[config.mk]
export PLATFORM = sky130hd
export DESIGN_NAME = tx_dom_guard
export DESIGN_NICKNAME = d
export VERILOG_FILES = /design/src/rtl/tdg_pkg.sv /design/src/rtl/tdg_sync.sv /design/src/rtl/tdg_timeout.sv /design/src/rtl/tdg_thermal.sv /design/src/rtl/tx_dom_guard.sv
export SDC_FILE = /design/constraint.sdc
export NUM_CORES = 1
export LEC_CHECK = 0
export ABC_CLOCK_PERIOD_IN_PS = 2400
export BUFFER_PORTS_ARGS = -buffer_cell sky130_fd_sc_hd__buf_2
export CORE_UTILIZATION = 63
export DETAILED_ROUTE_END_ITERATION = 16
export GPL_TIMING_DRIVEN = 1
export PLACE_DENSITY = 0.91
export SYNTH_ARGS = -nofsm -noshare
export SYNTH_HDL_FRONTEND = slang
export SYNTH_SLANG_ARGS = --single-unit
export TNS_END_PERCENT = 5
[constraint.sdc]
create_clock -name clk_i -period 2.4 [get_ports clk_i]
set_input_delay 0.36 -clock clk_i [delete_from_list [all_inputs] [get_ports clk_i]]
set_output_delay 0.36 -clock clk_i [all_outputs]
set_load 0.01 [all_outputs]
[src/rtl/tdg_pkg.sv]
package tdg_pkg;
  typedef struct packed {
    logic thermal;
    logic timeout;
  } tdg_status_t;
endpackage

[src/rtl/tdg_sync.sv]
module tdg_sync #(
  parameter int   STAGES  = 2,
  parameter logic RST_VAL = 1'b0
) (
  input  logic clk_i,
  input  logic rst_ni,
  input  logic d_i,
  output logic q_o
);
  logic [STAGES-1:0] chain_q;

  generate
    if (STAGES == 1) begin : g_one
      always_ff @(posedge clk_i or negedge rst_ni)
        if (!rst_ni) chain_q <= RST_VAL;
        else         chain_q <= d_i;
    end else begin : g_many
      always_ff @(posedge clk_i or negedge rst_ni)
        if (!rst_ni) chain_q <= {STAGES{RST_VAL}};
        else         chain_q <= {chain_q[STAGES-2:0], d_i};
    end
  endgenerate

  assign q_o = chain_q[STAGES-1];
endmodule

[src/rtl/tdg_timeout.sv]
module tdg_timeout #(
  parameter int TIMEOUT_CYC = 100000
) (
  input  logic clk_i,
  input  logic rst_ni,
  input  logic txd_s_i,
  output logic timeout_o
);
  localparam int CW = $clog2(TIMEOUT_CYC + 1);
  localparam logic [CW-1:0] LIMIT = CW'(TIMEOUT_CYC);

  logic          txd_q;
  logic          armed_q;
  logic [CW-1:0] cnt_q;
  logic          fall, rise;

  assign fall = txd_q & ~txd_s_i;
  assign rise = ~txd_q & txd_s_i;

  always_ff @(posedge clk_i or negedge rst_ni) begin
    if (!rst_ni) begin
      txd_q   <= 1'b1;
      armed_q <= 1'b0;
      cnt_q   <= '0;
    end else begin
      txd_q <= txd_s_i;
      if (rise) begin
        armed_q <= 1'b0;
        cnt_q   <= '0;
      end else if (fall) begin
        armed_q <= 1'b1;
        cnt_q   <= CW'(1);
      end else if (armed_q && cnt_q != LIMIT) begin
        cnt_q <= cnt_q + CW'(1);
      end
    end
  end

  assign timeout_o = armed_q && (cnt_q == LIMIT);

  a_r4_hold_while_low: assert property (@(posedge clk_i) disable iff (!rst_ni)
    (timeout_o && !txd_s_i) |=> timeout_o);
  a_r3_cnt_bound: assert property (@(posedge clk_i) disable iff (!rst_ni)
    cnt_q <= LIMIT);
  a_r10_no_trip_high: assert property (@(posedge clk_i) disable iff (!rst_ni)
    (txd_s_i && $past(txd_s_i)) |-> !timeout_o);
endmodule

[src/rtl/tdg_thermal.sv]
module tdg_thermal (
  input  logic clk_i,
  input  logic rst_ni,
  input  logic therm_s_i,
  input  logic txd_s_i,
  output logic off_o
);
  logic latch_q;

  always_ff @(posedge clk_i or negedge rst_ni) begin
    if (!rst_ni)        latch_q <= 1'b0;
    else if (therm_s_i) latch_q <= 1'b1;
    else if (txd_s_i)   latch_q <= 1'b0;
  end

  assign off_o = therm_s_i | latch_q;

  a_r5_latch_set: assert property (@(posedge clk_i) disable iff (!rst_ni)
    therm_s_i |=> latch_q);
  a_r6_release_cond: assert property (@(posedge clk_i) disable iff (!rst_ni)
    $fell(latch_q) |-> ($past(txd_s_i) && !$past(therm_s_i)));
endmodule

[src/rtl/tx_dom_guard.sv]
module tx_dom_guard
  import tdg_pkg::*;
#(
  parameter int TIMEOUT_CYC = 100000,
  parameter int SYNC_STAGES = 2
) (
  input  logic       clk_i,
  input  logic       rst_ni,
  input  logic       txd_i,
  input  logic       therm_i,
  input  logic       vio_uv_i,
  input  logic       mode_normal_i,
  output logic       drive_dom_o,
  output logic [1:0] status_o
);
  logic        txd_s, therm_s, timeout, th_off;
  tdg_status_t st;

  tdg_sync #(.STAGES(SYNC_STAGES), .RST_VAL(1'b1)) u_sync_txd (
    .clk_i(clk_i), .rst_ni(rst_ni), .d_i(txd_i), .q_o(txd_s));

  tdg_sync #(.STAGES(SYNC_STAGES), .RST_VAL(1'b0)) u_sync_therm (
    .clk_i(clk_i), .rst_ni(rst_ni), .d_i(therm_i), .q_o(therm_s));

  tdg_timeout #(.TIMEOUT_CYC(TIMEOUT_CYC)) u_timeout (
    .clk_i(clk_i), .rst_ni(rst_ni), .txd_s_i(txd_s), .timeout_o(timeout));

  tdg_thermal u_thermal (
    .clk_i(clk_i), .rst_ni(rst_ni), .therm_s_i(therm_s), .txd_s_i(txd_s),
    .off_o(th_off));

  assign drive_dom_o = mode_normal_i & ~vio_uv_i & ~txd_s & ~timeout & ~th_off;

  always_comb begin
    st.timeout = timeout;
    st.thermal = th_off;
  end
  assign status_o = st;

  a_r2_dom_needs_low: assert property (@(posedge clk_i) disable iff (!rst_ni)
    drive_dom_o |-> !txd_s);
  a_r7_uv_gate: assert property (@(posedge clk_i) disable iff (!rst_ni)
    vio_uv_i |-> !drive_dom_o);
  a_r8_mode_gate: assert property (@(posedge clk_i) disable iff (!rst_ni)
    !mode_normal_i |-> !drive_dom_o);
  a_r9_status_blocks: assert property (@(posedge clk_i) disable iff (!rst_ni)
    (status_o != 2'b00) |-> !drive_dom_o);
endmodule

* Yosys cells after proc, flatten, opt, wreduce, memory -nomap -nowiden
Cells that the tools add are included.
** Storage, ports and cells
- Flip-flop bits (word level) :: 24
- Latch bits :: 0
- RAM bits :: 0
- ROM bits :: 0
- Input port bits :: 6
- Output and inout port bits :: 3
- Word-level logic and storage cells :: 33
- Memories :: 0
** Operators by class
- $add $sub $neg :: 1
- Multiply operators :: 0
- Div/mod/pow operators :: 0
- Order comparisons :: 0
- Equal/unequal tests :: 2
- Shifts and indexed selects :: 0
- Multiplexer cells :: 7
- Bitwise gates (word level) :: 12
- Reduce and logical (&&, ||, !) cells :: 5
** Operator list (count)
- two-way mux 17 bit :: 3
- adder 17 x 1 -> 17 bit (second input constant) :: 1
- equality test 17 bit (second input constant) :: 1
- != test 17 bit (second input constant) :: 1
- bitwise AND 1 bit :: 6
- NOT 1 bit :: 5
- two-way mux 1 bit :: 4
- nonzero test 2 bit :: 2
- nonzero test 3 bit :: 1
- logical AND 1 bit :: 2
- OR 1 bit :: 1

* Depth between registers and ports, before layout
Gate-level depths: netlist of the first run.
- Depth in word-level cells :: 5
- Depth in mapped cells :: 7
- Depth with buffers taken out :: 6

* Modules after synthesis
From an unflattened synthesis of the first run, not the netlist that was laid out.
** Unflattened totals
- Cell total of the unflattened synthesis :: 136
- Area, all modules :: 1383.8 sq um
** Modules (own cells, without submodules)
- tdg_timeout :: times used 1, cells an instance 124, area each 1203.7 sq um, seq. area each 476.7 sq um
- tdg_sync at u_sync_txd :: times used 1, cells an instance 2, area each 52.6 sq um, seq. area each 52.6 sq um
- tdg_sync at u_sync_therm :: times used 1, cells an instance 2, area each 50.0 sq um, seq. area each 50.0 sq um
- tdg_thermal :: times used 1, cells an instance 4, area each 43.8 sq um, seq. area each 25.0 sq um
- tx_dom_guard :: times used 1, cells an instance 4, area each 33.8 sq um, seq. area each 0.0 sq um

* Least setup slack after synthesis of the first run
Ideal clock, no wire load.
- Path type :: flip-flop to output port
- Start point :: reg u_timeout.cnt_q[0]
- End point :: out drive_dom_o
- Arrival time :: 1.282 ns
- Data required time :: 2.040 ns
- Setup slack :: 0.758 ns
- Cell stages (with the launch flop) :: 7
- Buffers on the path :: 0
- Cells stage by stage :: dfrtp_1 -> inv_1 -> ha_1 -> and4bb_2 -> nand4_1 -> nor2_1 -> nor3_1
** Between the ends
- Longest elaborated chain between the ends :: 5
** Ends and longest elaborated chain
- from (decl) :: RTL line tdg_timeout.sv:14 : logic [CW-1:0] cnt_q;
- from (signal assigned) :: RTL line tdg_timeout.sv:34 : cnt_q <= cnt_q + CW'(1);
- equality test 17 bit :: RTL line tdg_timeout.sv:39 : assign timeout_o = armed_q && (cnt_q == LIMIT);
- logical AND 1 bit :: RTL line tdg_timeout.sv:39
- net timeout :: RTL line tx_dom_guard.sv:16 : logic txd_s, therm_s, timeout, th_off;
- NOT 1 bit :: RTL line tx_dom_guard.sv:32 : assign drive_dom_o = mode_normal_i & ~vio_uv_i & ~txd_s & ~timeout & ~th_off;
- bitwise AND 1 bit (2 in series) :: RTL line tx_dom_guard.sv:32
- to (decl) :: RTL line tx_dom_guard.sv:13 : output logic drive_dom_o,
The timed path passes the listed nets, and every way through them passes these cells.

* Final worst setup path of the first run
- Start point :: reg u_timeout.cnt_q[0]
- End point :: out drive_dom_o
** Between the ends
- Longest elaborated chain between the ends :: 5
** Ends and longest elaborated chain (RTL line)
- equality test 17 bit :: tdg_timeout.sv:39
- logical AND 1 bit :: tdg_timeout.sv:39
- NOT 1 bit :: tx_dom_guard.sv:32
- bitwise AND 1 bit (2 in series) :: tx_dom_guard.sv:32
Every way passes these cells.

==> summary.md, run 1 <==
| Metric | Value |
|---|---|
| Pwr dens | 604 nW/um^2 |
| Largest net degree at the start of global routing | 25 |
| Final Critical Period | 2.12 ns |
| FF-to-FF Start | u_timeout.cnt_q[0]$_DFFE_PN0P_ |
| Count leader, synth | dfrtp_1 |
| Htree depth | 1 |
| Post-synthesis register bit count | 24 |
| Fmax | 472 MHz |
| Largest family of logic cells by synthesized area | simple AND/OR/NAND/NOR gates |
| Core Box Area | 2040 um^2 |
| First drt pass iteration count | 5 |
| Worst Hold Path EP | u_sync_txd.chain_q[0]$_DFF_PN1_ |
| Compound-Gate Fraction of Synth Area | 14.9% |
| Post-CTS Setup Repair Bufs | 0 |
| Place WS | 0.488 ns |
| Layout cell share with drive strength beyond 1 | 20.4% |
| Simple-gate share of the synthesized area | 27.0% |
| DR iter-0 viols | 37 |
| Area share of fa/ha/maj cells after synthesis | 3.51% |
| Critical Path AT | 1.76 ns |
| Fin nets | 158 |
| Seq/Total Area, Yosys | 42.4% |
| RSZ-0062 raised after global routing | no |
| Main synth FF type | dfrtp_1 |
| Synth Area in XOR/XNOR | 1.85% |
| Vias in the first global route | 1124 |
| Initial Util | 69.7% |
| Syn_area_per_cell | 10.2 um^2 |
| Post-synth cell types | 36 |
| Largest area contributor in the netlist | dfrtp_1 |
| Vert. Die Dim | 49.5 um |
| Residual DRC | 0 |
| Worst R2R Setup Slack | 0.43 ns |
| DR vias/cell | 6.37 |
| Crit end category | output pin |
| Hold Vio Cnt, Final | 0 |
| Chip Width | 49.5 um |
| Final worst path period share | 88.3% |
| Site row count | 16 |
| DRT Wirelength | 2.80 mm |
| Deepest clock path buffer count | 2 |
| Port-buffer cells | 8 |
| Hold-fix buffers at CTS | 1 |
| Slew headroom | 65.3% |
| Crit path kind | register to output pin |
| Top-area cell type share of the netlist area | 36.9% |
| Final Instance Area | 1500 um^2 |
| R2R Path End | u_timeout.cnt_q[8]$_DFFE_PN0P_ |
| VDD IR max | 585 uV |
| Outcome | finished, final reports clean |
| Total track usage | 27.0% |
| Mux share of post-synthesis cell area | 2.81% |
| P&R area growth vs syn | 5.27% |
| Routed len/inst | 16.1 um |
| Leak | 0.743 nW |
| Die area | 2450 um^2 |
| Cells after Synth | 139 |
| Antenna-violating nets left | 0 |
| Post-synthesis cell area | 1420 um^2 |
| Worst min path class | primary input to register |
| Asr flop ratio synth | 100% |
| Placed cell areas | 1440 um^2 |
| DP HPWL | 2.08 mm |
| Root buffer cell | clkbuf_4 |
| Synth warn | 0 |
| CP required | 2.04 ns |
| Top cells by count, synth | dfrtp_1, nand2_1, nor2_1 |
| Final setup skew | 0.00982 ns |
| DR vias | 1108 |
| CTS buffer count | 3 |
| Antenna diode count | 0 |
| CP startpoint kind | register |
| Maximum Capacitance Violations | 0 |
| CP max FO | 4 |
| Crit path setup slack, layout | 0.282 ns |
| Grt total ovfl | 0 |
| Placed cells | 169 |
| Synth top area cells | dfrtp_1, dfstp_2, nand2_1 |
| Clk_lat worst skew | 0.32 ns |
| CTS tree | done |
| Worst Hold Depth | 1 |
| Setup TNS | 0 ns |
| CTS sink count | 24 |
| Cells on worst reg2reg path | 7 |
| Post-synth EDFFs | 0 |
| Initial antenna violation count | 0 |
| IO Count | 9 |
| Pins Over Slew Limit | 0 |
| Final Setup Violations | 0 |
| PostCTS Resize Cnt | 0 |
| Hold_sp | txd_i |
| CTS clk-pin slew, worst paths | 0.14 ns |
| Least-Margin Pin Slew | 0.520 ns |
| Finished Layout Cells | 174 |
| # fillers | 143 |
| Final Wtd Congestion | 0.843 |
| First-pass GRT wire length | 5.08 mm |
| Syn Nets | 149 |
-- flip-flops by register name, summed over array words and instances (netlist names) --
name / cells
u_sync_txd.chain_q: 2
u_timeout.armed_q: 1
u_timeout.txd_q: 1
u_thermal.latch_q: 1
u_sync_therm.chain_q: 2
u_timeout.cnt_q: 17
-- metal layers --
metal	GRT usage (%)	part of all wire [%]	routed length (um)
met1	33.7	41	1140
met2	46.4	52	1450
met3	1.85	4.9	137
met4	14.3	2.4	68
met5	0	0	0
-- cell usage in the layout (no fill, tap or decap) --
cell type and instances:
dfrtp_1 21, nand2_1 18, nor2_1 17, inv_1 8, buf_2 8, a41o_1 6
a31oi_1 5, nand4_1 4, nand3_1 4, a31o_1 4, mux2i_1 4, a21oi_1 4
ha_1 4, or3_1 3, xnor2_1 3, and3_1 3, clkbuf_4 3, dfstp_2 3
and4bb_1 2, or2_2 2, a41oi_2 2, nor4_1 2, buf_4 2, and4bb_2 1
nor4b_4 1, nor3_1 1, a21o_1 1, nand4_4 1, nor4_4 1, a21oi_2 1
o21ai_0 1, and3_2 1, nor3_2 1, nor4_2 1, a31oi_2 1, and2_1 1
bufinv_16 1, dlygate4sd3_1 1
-- report_power, final --
group	internal, mW	switching, mW
clock	0.169	0.125
sequential	0.430	0.0308
combinational	0.0544	0.0967
total	0.653	0.253
-- how the worst max path moves through the flow --
stage / start / to / slack [ns] / cells past startpoint
after floorplan: u_timeout.cnt_q[0]$_DFFE_PN0P_ / drive_dom_o / 0.76 / 6
after CTS: u_timeout.cnt_q[0]$_DFFE_PN0P_ / drive_dom_o / 0.27 / 7
after detailed placement: u_timeout.cnt_q[0]$_DFFE_PN0P_ / u_timeout.cnt_q[8]$_DFFE_PN0P_ / 0.49 / 7
after global placement: u_timeout.cnt_q[0]$_DFFE_PN0P_ / u_timeout.cnt_q[8]$_DFFE_PN0P_ / 0.60 / 7
after global routing: u_timeout.cnt_q[0]$_DFFE_PN0P_ / drive_dom_o / 0.11 / 7
final: u_timeout.cnt_q[0]$_DFFE_PN0P_ / drive_dom_o / 0.28 / 7
-- area by class of cell --
| cell class | count | area (um^2) | area share [%] |
|---|---|---|---|
| clock buffer | 3 | 22.5 | 1.50 |
| clock inverter | 1 | 30.0 | 2.00 |
| inverter | 8 | 30.0 | 2.00 |
| multi-input combinational | 100 | 713 | 47.6 |
| sequential | 24 | 604 | 40.3 |
| tap | 27 | 33.8 | 2.25 |
| timing repair buffer | 11 | 65.1 | 4.34 |
-- logic make-up (layout without fill, tap and decap cells) --
logic type               Yosys count  in the layout
AND/OR/NAND/NOR                   64             64
AO/OA/AOI/OAI                     25             25
flip-flops                        24             24
buffers and inverters             15             23
adder cells (fa/ha/maj)            4              4
multiplexers                       4              4
XOR/XNOR                           3              3
-- per-stage QoR --
stage	utilization [%]	hold slack, ns	total power, mW
after floorplan	-	0.0644	0.591
after global placement	70.3	0.332	0.607
after detailed placement	70.3	0.342	0.617
after CTS	73.4	0.109	0.910
after global routing	73.4	0.103	0.949
final	73.4	0.116	0.906
-- critical path, stage by stage, from the launching register on --
cell and delay (ns):
dfrtp_1 0.44, inv_1 0.08, ha_1 0.20, and4bb_2 0.25, nand4_1 0.09, nor2_1 0.06
nor3_1 0.16, buf_2 0.15
No activity file was read; power rests on OpenSTA's default activity.
==> run 2: changes to the inputs <==
ABC_AREA = 1   (was unset)
CORE_UTILIZATION = 64   (was 63)
PLACE_DENSITY = 0.92   (was 0.91)
==> run 2 against run 1 <==
Total power down 2.6%. Clock skew is 0.0034 ns lower. Hold slack about the same. Maximum frequency barely moved. Register-to-register slack gained 0.23 ns. Combinational power down 7%. Via count increased by 16%. Flip-flop and latch count unchanged. First-iteration DRC count shrank 43%. Count of clock-buffer cells in the layout unchanged. Largest cell class unchanged. Synthesized cell count rose by 53%. Routed wire length grew 5.3%.
==> summary.md, run 2 <==
| Metric | Value |
|---|---|
| Setup TNS | 0 ns (unchanged) |
| Seq/Total Area, Yosys | 37.9% (-4.5 points) |
| Final Instance Area | 1690 um^2 (+13%) |
| Top-area cell type share of the netlist area | 33.0% (-3.9 points) |
| Leak | 0.802 nW (+7.9%) |
| Area share of fa/ha/maj cells after synthesis | 3.14% (-0.38 points) |
| CP max FO | 17 (+13) |
| Grt total ovfl | 0 (unchanged) |
| Crit path largest cell delay | 0.44 ns (about the same) |
| Top cells by count, synth | nand2_1, inv_1, nand3_1, nor2_1, dfrtp_1 |
| Root buffer cell | clkbuf_4 |
| Antenna-violating nets left | 0 (unchanged) |
| Layout cell share with drive strength beyond 1 | 23.7% (+3.3 points) |
| RSZ-0062 raised after global routing | no |
| Pwr dens | 522 nW/um^2 (-14%) |
| Vias in the first global route | 1184 (+5.3%) |
| Vert. Die Dim | 51.9 um (+4.8%) |
| Count leader, synth | nand2_1 |
| Htree depth | 1 (unchanged) |
| Deepest clock path buffer count | 2 (unchanged) |
| Initial Util | 70.0% (+0.31 points) |
| Fin nets | 230 (+46%) |
| Synth warn | 0 (unchanged) |
| Final Critical Period | 2.12 ns (-0.00193 ns) |
| Synth Area in XOR/XNOR | 1.65% (-0.20 points) |
| Die area | 2690 um^2 (+9.8%) |
| Crit end category | output pin |
| DR vias/cell | 5.22 (-18%) |
| Chip Width | 51.9 um (+4.8%) |
| Total track usage | 25.8% (-1.2 points) |
| Crit-path most repeated cell | inv_1 |
| Worst path cell trace | inv_2 -> ha_1 -> nand2_1 -> inv_1 -> nand2_2 -> nor2_4 -> nand2_4 -> o21ai_1 -> inv_1 -> buf_2 |
| Placed cells | 242 (+43%) |
| Placed cell areas | 1630 um^2 (+13%) |
| Pins Over Slew Limit | 0 (unchanged) |
| CTS clk-pin slew, worst paths | 0.14 ns (about the same) |
| Top reg by flops | u_timeout.cnt_q |
| Asr flop ratio synth | 100% (unchanged) |
| Antenna diode count | 0 (unchanged) |
| Post-synth EDFFs | 0 (unchanged) |
| Clk_lat worst skew | 0.32 ns (about the same) |
| Mux share of post-synthesis cell area | 0% (-2.8 points) |
| Maximum Capacitance Violations | 0 (unchanged) |
| Slew headroom | 64.1% (-1.3 points) |
| Largest family of logic cells by synthesized area | simple AND/OR/NAND/NOR gates |
| DRT Wirelength | 2.95 mm (+5.3%) |
| DP HPWL | 2.10 mm (+0.98%) |
| Post-synth cell types | 27 (-25%) |
| Regs by FF count | u_timeout.cnt_q (17), u_sync_therm.chain_q (2), u_sync_txd.chain_q (2) |
| Routed len/inst | 11.9 um (-26%) |
| Final setup skew | 0.00641 ns (-0.00342 ns) |
| Commonest cells after routing, fill and taps aside | nand2_1, inv_1, nor2_1, nand3_1, dfrtp_1 |
| Finished Layout Cells | 247 (+42%) |
| First drt pass iteration count | 4 (-1) |
| Largest net degree at the start of global routing | 25 (unchanged) |
| Cells after Synth | 212 (+53%) |
| Final worst path period share | 88.2% (about the same) |
| VDD IR max | 464 uV (-21%) |
| DR vias | 1289 (+16%) |
| P&R area growth vs syn | 6.04% |
| Post-synthesis cell area | 1590 um^2 (+12%) |
| Syn Nets | 222 (+49%) |
| Hold Vio Cnt, Final | 0 (unchanged) |
| Critical Path AT | 1.76 ns (about the same) |
| Synth top area cells | dfrtp_1, nand2_1, inv_1 |
| IO Count | 9 (unchanged) |
| CTS buffer count | 3 (unchanged) |
| PostCTS Resize Cnt | 0 (unchanged) |
| CTS tree | done |
| Slowest-stage cell, CP | dfrtp_1 |
| Syn_area_per_cell | 7.52 um^2 (-27%) |
| CTS sink count | 24 (unchanged) |
| Fin util | 74.3% (+0.86 points) |
| First-pass GRT wire length | 5.09 mm (+0.14%) |
| Core Box Area | 2280 um^2 (+11%) |
| Initial antenna violation count | 0 (unchanged) |
| CP required | 2.04 ns (about the same) |
| Max reg flops | 17 (unchanged) |
| DR iter-0 viols | 21 (-43%) |
| CP startpoint kind | register |
| Final Setup Violations | 0 (unchanged) |
| Fmax | 473 MHz (about the same) |
| Residual DRC | 0 (unchanged) |
| Post-synthesis register bit count | 24 (unchanged) |
| Worst Hold Slack | 0.117 ns (+0.000491 ns) |
| Most common cell after layout, fill and taps aside | nand2_1 |
| Final Wtd Congestion | 0.862 (+2.2%) |
| Main synth FF type | dfrtp_1 |
| Simple-gate share of the synthesized area | 38.1% (+11 points) |
| Largest area contributor in the netlist | dfrtp_1 |
| Worst min path class | primary input to register |
| Outcome | finished, final reports clean |
| Least-Margin Pin Slew | 0.539 ns (+0.0188 ns) |
| Port-buffer cells | 8 (unchanged) |
| Crit path kind | register to output pin |
| Compound-Gate Fraction of Synth Area | 7.46% (-7.5 points) |
| Site row count | 17 (+1) |
[run 2: cell count changes in the layout (fill, tap and decap cells not counted), moves of 5 or more]
cell | before | now
nand3_1 | 4 | 22
nand2_1 | 18 | 41
o21ai_2 | 0 | 7
a41o_1 | 6 | 0
o21ai_1 | 0 | 6
nor2_1 | 17 | 22
inv_1 | 8 | 32
nor2_2 | 0 | 9
a31oi_1 | 5 | 0
nand2_2 | 0 | 9
[run 2: timing repair]
item / CTS / global route
hold buffers: 1 / 0
hold endpoints to repair: 2 / 0
setup buffers: 0 / 0
[run 2: power breakdown]
group	total, mW	switching (mW)	internal, mW
Combinational	0.140	0.0935	0.0462
Sequential	0.449	0.0217	0.427
Clock	0.294	0.125	0.169
Total	0.883	0.240	0.642
[run 2: kinds of logic after synthesis]
kind of cell | Yosys count
AO/OA/AOI/OAI | 18
XOR/XNOR | 3
adder cells (fa/ha/maj) | 4
buffers and inverters | 43
flip-flops | 24
AND/OR/NAND/NOR | 120
[run 2: area by class of cell]
cell class / instances / area [um^2]
Tap cell: 28 / 35.0
Fill cell: 167 / 586
Multi-Input combinational cell: 145 / 802
Clock inverter: 1 / 30.0
Clock buffer: 3 / 22.5
Sequential cell: 24 / 604
Timing Repair Buffer: 11 / 65.1
Inverter: 35 / 131
[run 2: worst max-delay path: cells and delay by family, from the launching register on]
kind	cells	cell delay [ns]
AND/OR/NAND/NOR	4	0.35
AO/OA/AOI/OAI	1	0.15
flip-flops	1	0.44
adder cells (fa/ha/maj)	1	0.15
buffers and inverters	4	0.35
[run 2: routing by layer]
layer	wire length [um]	track usage [%]	up-vias	share of wire, %
met5	0	0	-	0
met4	54	10.4	0	1.8
met3	74	3.51	7	2.5
met2	1390	40.0	25	47
li1	-	-	671	-
met1	1430	36.1	586	48
[run 2: worst paths after layout]
| kind | startpoint | endpoint | slack, ns | depth (start not counted) |
|---|---|---|---|---|
| max | u_timeout.cnt_q[0]$_DFFE_PN0P_ | drive_dom_o | 0.28 | 10 |
| min | txd_i | u_sync_txd.chain_q[0]$_DFF_PN1_ | 0.12 | 1 |
| max reg2reg | u_timeout.txd_q$_DFF_PN1_ | u_timeout.cnt_q[7]$_DFFE_PN0P_ | 0.66 | 6 |
| min reg2reg | u_sync_txd.chain_q[0]$_DFF_PN1_ | u_sync_txd.chain_q[1]$_DFF_PN1_ | 0.37 | 0 |
| max in group asynchronous | rst_ni | u_sync_txd.chain_q[0]$_DFF_PN1_ | 1.48 | 2 |
| min in group asynchronous | rst_ni | u_timeout.cnt_q[14]$_DFFE_PN0P_ | 0.55 | 2 |
[run 2: per-stage QoR]
stage / power (mW) / worst slack, ns
floorplan: 0.563 / 0.743
global route: 0.926 / 0.161
global placement: 0.591 / 0.665
detailed placement: 0.594 / 0.657
finish: 0.883 / 0.284
CTS: 0.889 / 0.284
==> run 3: changes to the inputs <==
CORE_UTILIZATION = 55   (was 64)
PLACE_DENSITY = 0.82   (was 0.92)
==> run 3 against run 2 <==
Routed wire length up 1.5%. Non-clock buffer count unchanged. Global-route usage down 5.0 points. Via count up 0.16%. Core utilization down 13 points. Combinational power about the same. Total power up 0.88%. Clock skew down 0.0013 ns. Final cell count up 1.2%. Cell area up 0.22%. Clock power up 2%. Largest power group unchanged. Highest routed layer unchanged.
==> summary.md, run 3 (same netlist as run 2, synthesis figures left out) <==
| Metric | Value |
|---|---|
| Regs by FF count | u_timeout.cnt_q (17), u_sync_therm.chain_q (2), u_sync_txd.chain_q (2) |
| Hold_sp | txd_i |
| Crit path kind | register to output pin |
| Met2 GRT Util | 34.1% (-5.9 points) |
| RSZ-0062 raised after global routing | no |
| Crit end category | output pin |
| Site row count | 19 (+2) |
| GRT met1 Usage | 27.9% (-8.1 points) |
| Total track usage | 20.7% (-5.0 points) |
| Critical Path AT | 1.74 ns (-0.02 ns) |
| DRT Wirelength | 2.99 mm (+1.5%) |
| Final Setup Violations | 0 (unchanged) |
| Port-buffer cells | 8 (unchanged) |
| Fin util | 61.4% (-13 points) |
| CTS clk-pin slew, worst paths | 0.13 ns (about the same) |
| Outcome | finished, final reports clean |
| CTS buffer count | 3 (unchanged) |
| FF+latch area | 604 um^2 (unchanged) |
| Maximum Capacitance Violations | 0 (unchanged) |
| Met3 Resource Use GR | 2.09% (-1.4 points) |
| VDD IR max | 415 uV (-11%) |
| Final worst path period share | 87.6% (-0.61 points) |
| DR vias/cell | 5.16 (-1.0%) |
| Fin nets | 230 (unchanged) |
| Setup TNS | 0 ns (unchanged) |
| Worst Hold Depth | 1 (unchanged) |
| Root buffer cell | clkbuf_4 |
| Most common cell after layout, fill and taps aside | nand2_1 |
| Htree depth | 1 (unchanged) |
| DP HPWL | 2.11 mm (+0.19%) |
| Layout cell share with drive strength beyond 1 | 23.7% (unchanged) |
| Hold Vio Cnt, Final | 0 (unchanged) |
| Post-CTS Setup Repair Bufs | 0 (unchanged) |
| Max reg flops | 17 (unchanged) |
| Worst path cell trace | inv_2 -> ha_1 -> nand2_1 -> inv_1 -> nand2_2 -> nor2_4 -> nand2_4 -> o21ai_1 -> inv_1 -> buf_2 |
| Fmax | 476 MHz (+0.69%) |
| First-pass GRT wire length | 5.00 mm (-1.6%) |
| Busiest layer in global routing | met2 |
| Multi-input gate area | 802 um^2 (unchanged) |
| Vert. Die Dim | 55.8 um (+7.6%) |
| CTS tree | done |
| Antenna-violating nets left | 0 (unchanged) |
| Antenna diode count | 0 (unchanged) |
| First drt pass iteration count | 4 (unchanged) |
| Residual DRC | 0 (unchanged) |
| CP startpoint kind | register |
| Die area | 3120 um^2 (+16%) |
| Grt total ovfl | 0 (unchanged) |
| Core Box Area | 2760 um^2 (+21%) |
| Deepest clock path buffer count | 2 (unchanged) |
| Pwr dens | 526 nW/um^2 (+0.66%) |
| Crit path largest cell delay | 0.44 ns (about the same) |
| Initial antenna violation count | 0 (unchanged) |
| Slowest-stage cell, CP | dfrtp_1 |
| Final setup skew | 0.00508 ns (-0.00133 ns) |
| Least-Margin Pin Slew | 0.530 ns (-0.00923 ns) |
| Vias in the first global route | 1145 (-3.3%) |
| Cells on worst reg2reg path | 5 (-1) |
| PostCTS Resize Cnt | 0 (unchanged) |
| DR iter-0 viols | 56 (+170%) |
| R2R Path End | u_timeout.cnt_q[2]$_DFFE_PN0P_ |
| CP max FO | 17 (unchanged) |
| Commonest cells after routing, fill and taps aside | nand2_1, inv_1, nor2_1, nand3_1, dfrtp_1 |
| IO Count | 9 (unchanged) |
| DR vias | 1291 (+0.16%) |
| Crit-path most repeated cell | inv_1 |
| Crit path setup slack, layout | 0.298 ns (+0.0146 ns) |
| Largest net degree at the start of global routing | 25 (unchanged) |
| Leak | 0.802 nW (unchanged) |
| Slew headroom | 64.7% (+0.62 points) |
| Initial Util | 57.8% (-12 points) |
| CTS sink count | 24 (unchanged) |
| Worst R2R Setup Slack | 0.71 ns (+0.05 ns) |
| Top reg by flops | u_timeout.cnt_q |
| CP required | 2.04 ns (about the same) |
| Worst Hold Path EP | u_sync_txd.chain_q[0]$_DFF_PN1_ |
| Chip Width | 55.8 um (+7.6%) |
| Routed len/inst | 12.0 um (+0.27%) |
| Clk_lat worst skew | 0.32 ns (about the same) |
| FF-to-FF Start | u_timeout.txd_q$_DFF_PN1_ |
| Place WS | 0.665 ns (+0.00742 ns) |
| Final Wtd Congestion | 0.873 (+1.3%) |
| P&R area growth vs syn | 6.28% |
| Pins Over Slew Limit | 0 (unchanged) |
| Crit path from | u_timeout.cnt_q[0]$_DFFE_PN0P_ |
| Total power | 891 uW (+0.88%) |
| Final Critical Period | 2.10 ns (-0.0146 ns) |
| Hold-fix buffers at CTS | 1 (unchanged) |
| Worst Hold Slack | 0.118 ns (+0.00143 ns) |
| # fillers | 262 (+57%) |
| Worst min path class | primary input to register |
==> run 3: cell counts in the layout (fill, tap and decap cells not counted) <==
No cell type changed its count.
==> run 3: worst max path at each step <==
stage          depth (start not counted)          end  slack, ns
6_report                              10  drive_dom_o       0.30
5_1_grt                               10  drive_dom_o       0.13
4_1_cts                               10  drive_dom_o       0.29
3_5_place_dp                          10  drive_dom_o       0.66
3_3_place_gp                          10  drive_dom_o       0.69
2_1_floorplan                         10  status_o[0]       0.74
==> run 3: final cells by class <==
type / count / share of cell area, %
inverters: 35 / 7.75
flip-flops and latches: 24 / 35.7
well taps: 31 / 2.29
clock buffers: 3 / 1.33
multi-input cells: 145 / 47.3
clock inverters: 1 / 1.77
repair buffers: 11 / 3.84
==> run 3: where the power goes <==
group / switching, mW / leakage, nW / internal (mW) / total (mW)
registers: 0.0210 / 0.312 / 0.427 / 0.448
logic: 0.0952 / 0.462 / 0.0474 / 0.143
clock network: 0.131 / 0.0279 / 0.169 / 0.300
total: 0.247 / 0.802 / 0.643 / 0.891
==> run 3: worst max-delay path, delay by kind of cell (launching register included) <==
| kind | cells | cell delay, ns |
|---|---|---|
| AND/OR/NAND/NOR | 4 | 0.33 |
| AO/OA/AOI/OAI | 1 | 0.15 |
| buffers and inverters | 4 | 0.34 |
| adder cells (fa/ha/maj) | 1 | 0.15 |
| flip-flops | 1 | 0.44 |
==> run 3: metal layers <==
layer	share of wire [%]	wire [um]
met3	3.5	104
met2	47	1410
met5	0	0
met4	1.8	53
met1	48	1430
==> run 3: stage by stage <==
stage	instance area, um^2	std cells
after floorplan	1590	212
after global placement	1630	245
after detailed placement	1630	245
after CTS	1690	250
after global routing	1690	250
final	1690	250
